## src/rtl/colmul_pkg.sv

```systemverilog
package colmul_pkg;

   typedef enum logic [1:0] {
      SEQ_IDLE,
      SEQ_RUN,
      SEQ_WAIT
   } seq_state_e;

   // travels with each issued digit pair through the datapath
   typedef struct packed {
      logic valid;
      logic col_end;
      logic last_col;
   } mac_tag_t;

endpackage

```

## src/rtl/colmul_seq.sv

```systemverilog
module colmul_seq
   import colmul_pkg::*;
#(
   parameter int MAX_LEN = 32,
   localparam int AW  = $clog2(MAX_LEN),
   localparam int LW  = $clog2(MAX_LEN + 1),
   localparam int RAW = $clog2(2 * MAX_LEN)
) (
   input  logic          clk,
   input  logic          rst_n,
   input  logic          start,
   input  logic [LW-1:0] len,
   input  logic          mac_done,
   output logic [AW-1:0] a_addr,
   output logic [AW-1:0] b_addr,
   output mac_tag_t      tag
);

   seq_state_e    state_q;
   logic [LW-1:0] len_q;
   logic [RAW-1:0] col_q;
   logic [AW-1:0] row_q;
   logic [AW-1:0] row_hi_q;

   logic [RAW:0]  nxt_col;
   logic [RAW:0]  len_x;
   logic [RAW:0]  lo_nxt;
   logic [RAW:0]  hi_nxt;
   logic [RAW-1:0] b_diff;
   logic          col_end;
   logic          last_col;

   always_comb begin
      len_x    = (RAW+1)'(len_q);
      nxt_col  = (RAW+1)'(col_q) + 1'b1;
      lo_nxt   = (nxt_col >= len_x) ? (nxt_col - len_x + 1'b1) : '0;
      hi_nxt   = (nxt_col < len_x) ? nxt_col : (len_x - 1'b1);
      b_diff   = col_q - RAW'(row_q);
      col_end  = (row_q == row_hi_q);
      last_col = ((RAW+1)'(col_q) == ((len_x << 1) - 2'd2));
   end

   assign a_addr       = row_q;
   assign b_addr       = b_diff[AW-1:0];
   assign tag.valid    = (state_q == SEQ_RUN);
   assign tag.col_end  = (state_q == SEQ_RUN) && col_end;
   assign tag.last_col = (state_q == SEQ_RUN) && col_end && last_col;

   always_ff @(posedge clk or negedge rst_n) begin
      if (!rst_n) begin
         state_q  <= SEQ_IDLE;
         len_q    <= '0;
         col_q    <= '0;
         row_q    <= '0;
         row_hi_q <= '0;
      end else begin
         unique case (state_q)
            SEQ_IDLE: begin
               if (start) begin
                  state_q  <= SEQ_RUN;
                  len_q    <= len;
                  col_q    <= '0;
                  row_q    <= '0;
                  row_hi_q <= '0;
               end
            end
            SEQ_RUN: begin
               if (col_end) begin
                  if (last_col) begin
                     state_q <= SEQ_WAIT;
                  end else begin
                     col_q    <= nxt_col[RAW-1:0];
                     row_q    <= lo_nxt[AW-1:0];
                     row_hi_q <= hi_nxt[AW-1:0];
                  end
               end else begin
                  row_q <= row_q + 1'b1;
               end
            end
            SEQ_WAIT: begin
               if (mac_done) state_q <= SEQ_IDLE;
            end
            default: state_q <= SEQ_IDLE;
         endcase
      end
   end

   // operand addresses stay inside the accepted length
   p_addr_range_r2: assert property (@(posedge clk) disable iff (!rst_n)
      (state_q == SEQ_RUN) |-> ((LW'(a_addr) < len_q) && (LW'(b_addr) < len_q)));

   // a start while busy does not reload the length
   p_start_ignored_r9: assert property (@(posedge clk) disable iff (!rst_n)
      (state_q != SEQ_IDLE && start) |=> $stable(len_q));

endmodule

```

## src/rtl/colmul_mac.sv

```systemverilog
module colmul_mac
   import colmul_pkg::*;
#(
   parameter int DW       = 16,
   parameter int ACC_W    = 50,
   parameter int MAX_LEN  = 32,
   parameter bit MUL_PIPE = 1'b1,
   localparam int PW  = 2 * DW,
   localparam int RAW = $clog2(2 * MAX_LEN)
) (
   input  logic           clk,
   input  logic           rst_n,
   input  mac_tag_t       tag_in,
   input  logic [DW-1:0]  a_d,
   input  logic [DW-1:0]  b_d,
   output logic           r_we,
   output logic [RAW-1:0] r_addr,
   output logic [DW-1:0]  r_wdata,
   output logic           done
);

   mac_tag_t       tag_rd;
   mac_tag_t       tag_p;
   logic [PW-1:0]  prod_c;
   logic [PW-1:0]  prod_p;
   logic [ACC_W-1:0] acc_q;
   logic [ACC_W-1:0] sum;
   logic [RAW-1:0] wr_cnt_q;
   logic           flush_q;
   logic           last_wr_q;

   // align the tag with the read data of the operand memories
   always_ff @(posedge clk or negedge rst_n) begin
      if (!rst_n) tag_rd <= '0;
      else        tag_rd <= tag_in;
   end

   assign prod_c = a_d * b_d;

   generate
      if (MUL_PIPE) begin : g_mul_reg
         always_ff @(posedge clk or negedge rst_n) begin
            if (!rst_n) begin
               prod_p <= '0;
               tag_p  <= '0;
            end else begin
               prod_p <= prod_c;
               tag_p  <= tag_rd;
            end
         end
      end else begin : g_mul_comb
         assign prod_p = prod_c;
         assign tag_p  = tag_rd;
      end
   endgenerate

   assign sum = acc_q + ACC_W'(prod_p);

   always_ff @(posedge clk or negedge rst_n) begin
      if (!rst_n) begin
         acc_q     <= '0;
         wr_cnt_q  <= '0;
         flush_q   <= 1'b0;
         last_wr_q <= 1'b0;
         done      <= 1'b0;
         r_we      <= 1'b0;
         r_addr    <= '0;
         r_wdata   <= '0;
      end else begin
         r_we      <= 1'b0;
         last_wr_q <= flush_q;
         done      <= last_wr_q;
         if (flush_q) begin
            r_we     <= 1'b1;
            r_addr   <= wr_cnt_q;
            r_wdata  <= acc_q[DW-1:0];
            acc_q    <= '0;
            wr_cnt_q <= '0;
            flush_q  <= 1'b0;
         end else if (tag_p.valid) begin
            if (tag_p.col_end) begin
               acc_q    <= sum >> DW;
               r_we     <= 1'b1;
               r_addr   <= wr_cnt_q;
               r_wdata  <= sum[DW-1:0];
               wr_cnt_q <= wr_cnt_q + 1'b1;
               flush_q  <= tag_p.last_col;
            end else begin
               acc_q <= sum;
            end
         end
      end
   end

   // what is left after the last column fits in a single digit
   p_flush_fits_r4: assert property (@(posedge clk) disable iff (!rst_n)
      flush_q |-> (acc_q[ACC_W-1:DW] == '0));

   // done is a single-cycle pulse
   p_done_pulse_r7: assert property (@(posedge clk) disable iff (!rst_n)
      done |=> !done);

   // done follows a result write
   p_done_after_write_r7: assert property (@(posedge clk) disable iff (!rst_n)
      done |-> $past(r_we));

endmodule

```

## src/rtl/colmul_top.sv

```systemverilog
module colmul_top
   import colmul_pkg::*;
#(
   parameter int DW       = 16,
   parameter int ACC_W    = 50,
   parameter int MAX_LEN  = 32,
   parameter bit MUL_PIPE = 1'b1,
   localparam int AW  = $clog2(MAX_LEN),
   localparam int LW  = $clog2(MAX_LEN + 1),
   localparam int RAW = $clog2(2 * MAX_LEN)
) (
   input  logic           clk,
   input  logic           rst_n,
   input  logic           start,
   input  logic [LW-1:0]  len,
   output logic [AW-1:0]  a_addr,
   input  logic [DW-1:0]  a_rdata,
   output logic [AW-1:0]  b_addr,
   input  logic [DW-1:0]  b_rdata,
   output logic           r_we,
   output logic [RAW-1:0] r_addr,
   output logic [DW-1:0]  r_wdata,
   output logic           done
);

   generate
      if (MAX_LEN < 2) begin : g_bad_len
         $error("MAX_LEN must be at least 2");
      end
      if (ACC_W < 2 * DW + $clog2(MAX_LEN) + 1) begin : g_bad_acc
         $error("ACC_W too narrow for a full column sum");
      end
   endgenerate

   mac_tag_t tag;

   colmul_seq #(
      .MAX_LEN (MAX_LEN)
   ) u_seq (
      .clk      (clk),
      .rst_n    (rst_n),
      .start    (start),
      .len      (len),
      .mac_done (done),
      .a_addr   (a_addr),
      .b_addr   (b_addr),
      .tag      (tag)
   );

   colmul_mac #(
      .DW       (DW),
      .ACC_W    (ACC_W),
      .MAX_LEN  (MAX_LEN),
      .MUL_PIPE (MUL_PIPE)
   ) u_mac (
      .clk     (clk),
      .rst_n   (rst_n),
      .tag_in  (tag),
      .a_d     (a_rdata),
      .b_d     (b_rdata),
      .r_we    (r_we),
      .r_addr  (r_addr),
      .r_wdata (r_wdata),
      .done    (done)
   );

endmodule

```

## config.mk

```make
export PLATFORM = sky130hd
export DESIGN_NAME = colmul_top
export DESIGN_NICKNAME = d
export VERILOG_FILES = /design/src/rtl/colmul_pkg.sv /design/src/rtl/colmul_seq.sv /design/src/rtl/colmul_mac.sv /design/src/rtl/colmul_top.sv
export SDC_FILE = /design/constraint.sdc
export NUM_CORES = 1
export LEC_CHECK = 0
export BUFFER_PORTS_ARGS = -buffer_cell sky130_fd_sc_hd__buf_2
export CORE_UTILIZATION = 35
export CTS_CLUSTER_DIAMETER = 200
export DETAILED_ROUTE_END_ITERATION = 6
export SETUP_SLACK_MARGIN = 0.02
export SYNTH_ARGS = -nofsm -noshare
export SYNTH_HDL_FRONTEND = slang
export SYNTH_SLANG_ARGS = --single-unit
```

## constraint.sdc

```tcl
create_clock -name clk -period 4.1 [get_ports clk]
set_clock_uncertainty 0.15 [all_clocks]
set_input_delay 0.82 -clock clk [delete_from_list [all_inputs] [get_ports clk]]
set_output_delay 0.82 -clock clk [all_outputs]
set_load 0.01 [all_outputs]
```

==> impl_metrics.env <==
export IMPL_run_status="finished, violations left"
export IMPL_violations="negative setup slack"
export IMPL_hold_end="u_mac.done"
export IMPL_fin_cells=2749
export IMPL_routabilityCongestion=0.9015
export IMPL_cts_htree_levels=4
export IMPL_hold_viol_final=0
export IMPL_yosysTopAreaCell="fa_1"
export IMPL_tightest_slew_ps=725.3
export IMPL_drv_slew=0
export IMPL_min_period_ps=5866
export IMPL_viasPerCell=5.072
export IMPL_drc=0
export IMPL_finalCritPeriodShare_pct=143.1
export IMPL_ys_async_sr_fraction_pct=100.0
export IMPL_area_delta_synth_final_pct=23.12
export IMPL_synth_top_area_share_pct=23.28
export IMPL_endpoint_kind="register"
export IMPL_drtAntennaViolNets=0
export IMPL_grt_pass1_wl_um=74950
export IMPL_slew_headroom_pct=51.47
export IMPL_antenna_found_initial=0
export IMPL_rows=80
export IMPL_synth_cell_types=75
export IMPL_dp_hpwl_um=36230
export IMPL_crit_path_max_fanout=5
export IMPL_synth_xor_area_share_pct=5.248
export IMPL_drv_cap=0
export IMPL_synthAdderAreaFrac_pct=34.75
export IMPL_final_setup_viol_count=26
export IMPL_synth_top_family_by_area="adder cells"
export IMPL_antennaDiodeCount=0
export IMPL_grt_max_degree=77
export IMPL_cts_tree="done"
export IMPL_r2r_slack_ps=540
export IMPL_r2r_cells=12
export IMPL_synth_simple_area_share_pct=16.38
export IMPL_synth_common_cells="283 x inv_1, 258 x nand2_1, 198 x fa_1, 156 x ha_1, 144 x dfrtp_1"
export IMPL_synth_flop_cell="dfrtp_1"
export IMPL_clk_pin_slew_worst_paths_ps=60
export IMPL_coreArea_mm2=0.04785
export IMPL_route_vias_total=13942
export IMPL_r2r_start="u_mac.acc_q[0]"
export IMPL_grt_pass1_vias=14456
export IMPL_root_buffer="clkbuf_16"
export IMPL_start_util_pct=35.58
export IMPL_synth_compound_area_share_pct=13.05
export IMPL_min_from="u_mac.last_wr_q"
export IMPL_r2r_end="u_mac.acc_q[10]"
export IMPL_syn_area_mm2=0.01702
export IMPL_arrival_ps=6030
export IMPL_clock_path_buffers=2
export IMPL_whs_path_depth=0
export IMPL_mappedNetlistNets=2307
export IMPL_worstPathRequired_ps=4270
export IMPL_synth_area_leaders="fa_1 23%, dfrtp_1 21%, ha_1 11%"
export IMPL_cts_sinks=144
export IMPL_path_class="in -> reg"
export IMPL_yosysMostFrequentCell="inv_1"
export IMPL_ys_ff_latch=144
export IMPL_seq_area_frac_synth_pct=21.17
export IMPL_grt_usage_pct=18.59
export IMPL_dr_pass1_iters=7
export IMPL_setup_ws_ps=-1766
export IMPL_fp_dieH_um=222.5
export IMPL_die_x_um=222.5
export IMPL_max_freq_mhz=170.5
export IMPL_synthMuxAreaShare_pct=1.294
export IMPL_rsz0062_at_grt="yes"
export IMPL_synthCells=1912
export IMPL_hp_class="reg -> reg"
export IMPL_grt_remaining_overflow=0
export IMPL_worstSetupStartpointType="primary input"
export IMPL_cts_made_buffers=17
export IMPL_dp_cells=2682
export IMPL_num_io_pins=75
export IMPL_synth_edf_count=0
export IMPL_post_drt_wl_per_cell_um=16.35
export IMPL_routed_wirelength_um=44960
export IMPL_drtIter0Drc=1011
export IMPL_clock_latency_ps=430
export IMPL_ys_warn_count=0
export IMPL_nNetsFinal=2517
export IMPL_cts_hold_buf=0
export IMPL_drive_above_1_share_pct=21.88
export IMPL_numPortBuffers=74
export IMPL_syn_area_per_cell_um2=8.904
export IMPL_dieArea_mm2=0.04953
metal layers:
layer,part of all wire [%],global-route usage [%],vias to the layer above
met3,4.8,2.420,41
met2,47,31.25,352
met5,0,0,-
met1,47,25.56,6893
li1,-,-,6656
met4,1.3,3.737,0
cell usage in the layout (no fill, tap or decap), types with 15 or more instances in the layout:
cell,n
ha_1,135
clkbuf_16,17
o21ai_0,87
nor2_1,79
buf_6,51
inv_2,26
nand2_1,248
and2_4,19
a21o_1,32
and2_1,103
nor3_1,18
nand3_1,27
a21oi_1,61
buf_4,159
xor2_1,42
nand4_1,19
a21oi_2,15
xnor2_1,53
inv_1,257
fa_1,189
ha_4,19
dfrtp_1,144
buf_2,50
worst max path at each step:
stage                  endpoint  cells past startpoint       start
4_1_cts        u_mac.prod_p[30]                     22  a_rdata[5]
5_1_grt        u_mac.prod_p[26]                     22  a_rdata[5]
6_report       u_mac.prod_p[26]                     23  a_rdata[5]
3_5_place_dp   u_mac.prod_p[29]                     22  a_rdata[6]
2_1_floorplan  u_mac.prod_p[28]                     22  b_rdata[5]
3_3_place_gp   u_mac.prod_p[30]                     21  a_rdata[9]
area by class of cell:
class,instances,area [um^2]
Multi-Input combinational cell,1404,12800
Clock inverter,9,62.56
Tap cell,615,769.5
Clock buffer,22,454.2
Inverter,283,1062
Fill cell,4664,26890
Sequential cell,144,3603
Timing Repair Buffer,272,2211
kinds of logic after synthesis:
kind of cell             after synthesis
AO/OA/AOI/OAI                        345
XOR/XNOR                             102
adder cells (fa/ha/maj)              354
buffers and inverters                364
flip-flops                           144
multiplexers                          21
AND/OR/NAND/NOR                      582
worst max-delay path, stage by stage:
cell and delay [ps]:
buf_8 110, and2_4 150, fa_1 550, inv_2 50, fa_1 510, fa_1 440
fa_1 520, inv_2 40, fa_1 480, inv_1 50, fa_1 500, inv_2 50
ha_4 260, buf_4 110, nand2_1 50, nor2_2 150, a211oi_4 60, a31o_2 270
o311a_4 330, buf_4 150, o31ai_4 180, a21oi_2 90, xnor2_1 120
registers in the layout, indices dropped and copies added, names as in the netlist, 5 cells and up:
name / cells
u_seq.row_hi_q: 5
u_mac.wr_cnt_q: 6
u_seq.col_q: 6
u_seq.len_q: 6
u_mac.acc_q: 50
u_mac.prod_p: 32
u_mac.r_wdata: 16
u_seq.a_addr: 5
u_mac.r_addr: 6
through the flow:
stage	utilization (%)	hold WS, ps	TNS [ps]	area [um^2]	worst slack [ps]
after floorplan	-	181.2	-33930	17650	-1917
after global placement	40.59	186.1	-44930	19420	-2232
after detailed placement	40.59	186.3	-47080	19420	-2394
after CTS	43.28	205.4	-32660	20710	-1702
after global routing	43.81	208.2	-36470	20960	-1916
final	43.81	199.0	-32840	20960	-1766
what timing repair did:
action	in CTS	in global routing
resized for setup	151	45
pin swaps	88	33
setup buffers	30	13
endpoints found under the setup margin	26	26
Power is not shown: default switching activity piles up to over one toggle a cycle in this logic, so the estimate is an artifact.
